**config.mk**
```make
export PLATFORM = sky130hd
export DESIGN_NAME = period_timer
export DESIGN_NICKNAME = d
export VERILOG_FILES = /design/src/rtl/period_timer_pkg.sv /design/src/rtl/tmr_prescaler.sv /design/src/rtl/tmr_postscaler.sv /design/src/rtl/tmr_count_core.sv /design/src/rtl/period_timer.sv
export SDC_FILE = /design/constraint.sdc
export NUM_CORES = 1
export LEC_CHECK = 0
export BUFFER_PORTS_ARGS = -buffer_cell sky130_fd_sc_hd__buf_2
export CORE_MARGIN = 5
export CORE_UTILIZATION = 25
export DETAILED_ROUTE_END_ITERATION = 8
export MAX_ROUTING_LAYER = met4
export PLACE_DENSITY = 0.5
export SLEW_MARGIN = 20
export SYNTH_ARGS = -nofsm -noshare
export SYNTH_HDL_FRONTEND = slang
export SYNTH_SLANG_ARGS = --single-unit
```
**constraint.sdc**
```tcl
create_clock -name clk -period 2.15 [get_ports clk]
set_clock_uncertainty 0.05 [all_clocks]
set_input_delay 0.1075 -clock clk [delete_from_list [all_inputs] [get_ports clk]]
set_output_delay 0.1075 -clock clk [all_outputs]
set_load 0.005 [all_outputs]
```
**src/rtl/period_timer_pkg.sv**
```systemverilog
package period_timer_pkg;

   // register select codes on the port
   typedef enum logic [1:0] {
      SEL_COUNT  = 2'd0,
      SEL_PERIOD = 2'd1,
      SEL_CTRL   = 2'd2,
      SEL_FLAG   = 2'd3
   } tmr_sel_e;

   // control field positions
   localparam int CTL_RUN_BIT  = 2;
   localparam int CTL_PRE_LO   = 0;
   localparam int CTL_POST_LO  = 3;
   localparam int CTL_POST_W   = 4;
   localparam int CTL_STORED_W = 7;

   // terminal count of the prescaler for a 2-bit ratio code
   function automatic logic [3:0] pre_last(input logic [1:0] code);
      logic [3:0] r;
      case (code)
         2'b00:   r = 4'd0;
         2'b01:   r = 4'd3;
         default: r = 4'd15;
      endcase
      return r;
   endfunction

endpackage

```
**src/rtl/tmr_prescaler.sv**
```systemverilog
module tmr_prescaler #(
   parameter int PRE_W = 4
) (
   input  logic       clk,
   input  logic       rst,
   input  logic       clr,
   input  logic       adv,
   input  logic [1:0] code,
   output logic       ptick
);
   import period_timer_pkg::*;

   generate
      if (PRE_W < 4) begin : g_bad_width
         $error("tmr_prescaler: PRE_W must hold a terminal count of 15");
      end
   endgenerate

   logic [PRE_W-1:0] cnt_q;
   logic [PRE_W-1:0] last;

   always_comb begin
      last = '0;
      last[3:0] = pre_last(code);
   end

   // a clearing write cancels the tick of its own cycle
   assign ptick = adv && !clr && (cnt_q == last);

   always_ff @(posedge clk) begin
      if (rst || clr)
         cnt_q <= '0;
      else if (adv)
         cnt_q <= (cnt_q == last) ? '0 : cnt_q + 1'b1;
   end
endmodule

```
**src/rtl/tmr_postscaler.sv**
```systemverilog
module tmr_postscaler #(
   parameter int POST_W = 4
) (
   input  logic              clk,
   input  logic              rst,
   input  logic              clr,
   input  logic              hit,
   input  logic [POST_W-1:0] limit,
   output logic              roll
);
   generate
      if (POST_W < 1) begin : g_bad_width
         $error("tmr_postscaler: POST_W must be at least 1");
      end
   endgenerate

   logic [POST_W-1:0] cnt_q;

   assign roll = hit && !clr && (cnt_q == limit);

   always_ff @(posedge clk) begin
      if (rst || clr)
         cnt_q <= '0;
      else if (hit)
         cnt_q <= (cnt_q == limit) ? '0 : cnt_q + 1'b1;
   end
endmodule

```
**src/rtl/tmr_count_core.sv**
```systemverilog
module tmr_count_core #(
   parameter int CNT_W = 8
) (
   input  logic             clk,
   input  logic             rst,
   input  logic             ld,
   input  logic [CNT_W-1:0] ld_val,
   input  logic             ptick,
   input  logic [CNT_W-1:0] period,
   output logic [CNT_W-1:0] count,
   output logic             match_evt
);
   generate
      if (CNT_W < 2) begin : g_bad_width
         $error("tmr_count_core: CNT_W must be at least 2");
      end
   endgenerate

   logic [CNT_W-1:0] cnt_q;

   assign match_evt = ptick && !ld && (cnt_q == period);
   assign count     = cnt_q;

   always_ff @(posedge clk) begin
      if (rst)
         cnt_q <= '0;
      else if (ld)
         cnt_q <= ld_val;
      else if (ptick)
         cnt_q <= (cnt_q == period) ? '0 : cnt_q + 1'b1;
   end
endmodule

```
**src/rtl/period_timer.sv**
```systemverilog
module period_timer #(
   parameter int CNT_W  = 8,
   parameter int PRE_W  = 4,
   parameter int POST_W = 4
) (
   input  logic             clk,
   input  logic             rst,
   input  logic             tick_en,
   input  logic [1:0]       reg_addr,
   input  logic             reg_wr,
   input  logic [CNT_W-1:0] reg_wdata,
   output logic [CNT_W-1:0] reg_rdata,
   output logic             irq_flag,
   output logic             match_pulse
);
   import period_timer_pkg::*;

   localparam int CTL_W = CTL_STORED_W;

   generate
      if (CNT_W != 8) begin : g_bad_cnt
         $error("period_timer: register port is 8 bits wide");
      end
      if (POST_W != CTL_POST_W) begin : g_bad_post
         $error("period_timer: POST_W must match the control field");
      end
   endgenerate

   logic [CNT_W-1:0] period_q;
   logic [CTL_W-1:0] ctrl_q;
   logic             flag_q;
   logic             match_q;
   logic [CNT_W-1:0] count_w;
   logic             wr_count, wr_period, wr_ctrl, wr_flag;
   logic             scaler_clr, run, ptick, match_evt, post_roll;

   assign wr_count   = reg_wr && (reg_addr == SEL_COUNT);
   assign wr_period  = reg_wr && (reg_addr == SEL_PERIOD);
   assign wr_ctrl    = reg_wr && (reg_addr == SEL_CTRL);
   assign wr_flag    = reg_wr && (reg_addr == SEL_FLAG);
   assign scaler_clr = wr_count || wr_ctrl;
   assign run        = ctrl_q[CTL_RUN_BIT];

   tmr_prescaler #(.PRE_W(PRE_W)) u_pre (
      .clk   (clk),
      .rst   (rst),
      .clr   (scaler_clr),
      .adv   (tick_en && run),
      .code  (ctrl_q[CTL_PRE_LO +: 2]),
      .ptick (ptick)
   );

   tmr_count_core #(.CNT_W(CNT_W)) u_core (
      .clk       (clk),
      .rst       (rst),
      .ld        (wr_count),
      .ld_val    (reg_wdata),
      .ptick     (ptick),
      .period    (period_q),
      .count     (count_w),
      .match_evt (match_evt)
   );

   tmr_postscaler #(.POST_W(POST_W)) u_post (
      .clk   (clk),
      .rst   (rst),
      .clr   (scaler_clr),
      .hit   (match_evt),
      .limit (ctrl_q[CTL_POST_LO +: POST_W]),
      .roll  (post_roll)
   );

   always_ff @(posedge clk) begin
      if (rst) begin
         period_q <= '1;
         ctrl_q   <= '0;
         flag_q   <= 1'b0;
         match_q  <= 1'b0;
      end else begin
         match_q <= match_evt;
         if (wr_period) period_q <= reg_wdata;
         if (wr_ctrl)   ctrl_q   <= reg_wdata[CTL_W-1:0];
         if (post_roll)    flag_q <= 1'b1;
         else if (wr_flag) flag_q <= reg_wdata[0];
      end
   end

   always_comb begin
      unique case (reg_addr)
         SEL_COUNT:  reg_rdata = count_w;
         SEL_PERIOD: reg_rdata = period_q;
         SEL_CTRL:   reg_rdata = {1'b0, ctrl_q};
         default:    reg_rdata = {{(CNT_W-1){1'b0}}, flag_q};
      endcase
   end

   assign irq_flag    = flag_q;
   assign match_pulse = match_q;
endmodule

```
==> flow_summary.yaml <==
status:
  status: "finished, final reports clean"
worst_setup_path:
  critPathKind: "register to register"
  crit_arrival_ns: 2.09
  cp-start-kind: "register"
  worst_setup_path_end_kind: "register"
  worstPathRequired_ns: 2.31
  path_max_fanout: 7
yosys:
  synth_xor_area_share_pct: 6.80
  syn_avg_cell_area_um2: 8.08
  synth-simple-area-share_pct: 34.5
  synth-adder-area-share_pct: 1.94
  synth_top_family_by_area: "simple AND/OR/NAND/NOR gates"
  async_reset_ff_share_pct: 0
  synth-compound-area-share_pct: 10.2
  synth_area_leaders: "dfxtp_1, nand2_1, mux2i_1"
  synth_mux_area_share_pct: 9.98
  synth_cell_types: 40
  synthCells: 239
  synth-edff-count: 0
  ys.flop_type: "dfxtp_1"
  synth_top_area_share_pct: 34.2
  yosysSeqAreaShare_pct: 34.2
  synth_area_leader_cell: "dfxtp_1"
  synth_warnings: 0
  syn_nets: 256
  synth_area_mm2: 0.00193
  synth-seq-cells: 33
floorplan:
  core_mm2: 0.00761
  fp.dieArea_mm2: 0.00958
  die_h_um: 97.9
  rows: 32
  io_pins: 24
  initial_core_util_pct: 25.4
  die_x_um: 97.9
power:
  p_switching_w: 0.000349
  ir_drop_mv: 0.246
  pwr-share-seq_pct: 51.6
  p_clk_share_pct: 34.4
  leakage_nw: 0.892
  p_per_area_mw_per_mm2: 554
  comb_power_share_pct: 14.0
  swShare_pct: 27.6
  p_int_w: 0.000915
timing:
  min_period_ns: 1.93
  timing.slew.headroom_pct: 67.9
  tns_ns: 0
  timing.fmax_mhz: 519
  rsz0062_at_grt: "no"
  hold_violations: 0
  tightest_slew_ns: 0.480
  final.period_utilization_pct: 89.5
  report.final.slew_viol_count: 0
  finalSetupViolCount: 0
grt:
  grt_pass1_vias: 1753
  antenna_found_initial: 0
  grt_max_degree: 26
  grt-ovfl-total: 0
  grt_use_total_pct: 12.5
  grt_pass1_wl_um: 9270
hold_path:
  hold_path_class: "input pin to register"
placed_design:
  place_congestion: 0.875
  io_buffer_count: 23
  dpl.hpwl_um: 4190
  dp_cells: 364
final_layout:
  syn_to_final_growth_pct: 18.1
  fin_util_pct: 30.0
  final_cells: 370
  layout-drive-gt1-share_pct: 16.8
  seq_area_um2: 661
  fillers: 867
  multi_input_area_mm2: 0.00122
  diodes: 0
  nets: 286
routing:
  wire_per_inst_um: 15.1
  viasPerCell: 4.78
  ant_nets: 0
  drc_errors: 0
  via_count: 1769
  first_iter_violations: 113
  drtPass1Iterations: 4
  routed_wl_um: 5600
flow_run:
  max_cap_violations: 0
clock_network:
  cts-root-buf: "clkbuf_8"
  cts_tree: "built"
  cts_resized: 0
  cts_buffers: 5
  hold_buffers: 0
  h-tree-depth: 2
  postCtsSetupBuffers: 0
  cts.sinks: 33
  cts.clk_slew.worst_paths_ns: 0.07
  clkLatencyLatePin_ns: 0.28
  cts_buffer_depth: 2
==> layout by cell type (no fill, tap or decap), types with 2 or more instances in the layout <==
master / n
xor2_1: 10
a21oi_1: 9
buf_4: 10
o21ai_0: 9
dfxtp_1: 33
a2111oi_0: 2
a31oi_1: 4
nor2b_1: 3
nor3b_1: 2
nand3b_1: 8
nand2_1: 46
nand3_1: 17
mux2i_1: 17
o211ai_1: 4
nor3_1: 6
nand4_1: 5
nand2b_1: 3
ha_1: 3
xnor2_1: 5
or4_1: 2
and2_1: 2
buf_2: 23
nor2_1: 19
clkbuf_8: 5
and3_1: 2
nor4_4: 2
nand4b_1: 3
==> power groups by stage <==
stage               registers (W)  clock network (W)  logic (W)
global placement         0.000665                  0   0.000177
floorplan                0.000660                  0   0.000108
global route             0.000655           0.000474   0.000198
finish                   0.000652           0.000435   0.000177
CTS                      0.000652           0.000446   0.000178
detailed placement       0.000666                  0   0.000177
==> cells by family after synthesis <==
kind of cell,Yosys count
buffers and inverters,11
flip-flops,33
multiplexers,18
AO/OA/AOI/OAI,33
AND/OR/NAND/NOR,126
XOR/XNOR,15
adder cells (fa/ha/maj),3
==> Yosys cell counts, types with 4 or more instances <==
| cell | instances |
|---|---|
| a21oi_1 | 9 |
| a31oi_1 | 4 |
| clkbuf_1 | 8 |
| dfxtp_1 | 33 |
| mux2i_1 | 17 |
| nand2_1 | 46 |
| nand3_1 | 17 |
| nand3b_1 | 8 |
| nand4_1 | 5 |
| nor2_1 | 19 |
| nor3_1 | 6 |
| o211ai_1 | 4 |
| o21ai_0 | 9 |
| xnor2_1 | 5 |
| xor2_1 | 10 |
==> per-layer routing <==
metal  track usage [%]  wire, um
met1              17.8      2960
met2              18.2      2350
met3              2.21       223
met4              3.51        72
met5                 -         0
==> registers in the layout (all words and copies together) (netlist names) <==
register      cells
period_q          8
u_core.count      8
u_pre.cnt_q       4
irq_flag          1
ctrl_q            7
match_pulse       1
u_post.cnt_q      4
==> per-stage QoR <==
| stage | total power (W) | setup WS (ns) | cell area (um2) | hold slack (ns) |
|---|---|---|---|---|
| final | 0.00126 | 0.225 | 2280 | 0.0109 |
| after global routing | 0.00133 | 0.0954 | 2280 | 0.0135 |
| after CTS | 0.00128 | 0.226 | 2280 | 0.00916 |
| after detailed placement | 0.000843 | 0.252 | 2210 | 0.303 |
| after global placement | 0.000842 | 0.299 | 2210 | 0.297 |
| after floorplan | 0.000768 | 0.410 | 1930 | 0.167 |
==> worst max-delay path, cell delays in order (launching register included) <==
cell and delay, ns:
dfxtp_1 0.44, xor2_1 0.13, nor4_4 0.37, nand2_2 0.17, or4_1 0.54, a21oi_1 0.15
==> final timing paths <==
check,startpoint,endpoint,slack [ns],cells after the start
worst min-delay path,reg_wdata[3],period_q[3]$_SDFFE_PP1P_,0.01,3
worst min register to register,u_post.cnt_q[3]$_SDFFE_PP0P_,u_post.cnt_q[3]$_SDFFE_PP0P_,0.45,2
worst max register to register,u_core.count[5]$_SDFFE_PP0P_,irq_flag$_SDFFE_PP0P_,0.22,5
worst max-delay path,u_core.count[5]$_SDFFE_PP0P_,irq_flag$_SDFFE_PP0P_,0.22,5
==> layout make-up <==
cell class / instances / share of cell area [%]
clock buffer: 5 / 3.02
clock inverter: 1 / 0.219
inverter: 1 / 0.165
multi-input combinational: 195 / 53.7
sequential: 33 / 29.0
tap: 102 / 5.60
timing repair buffer: 33 / 8.34
No activity file was read; power rests on OpenSTA's default activity.
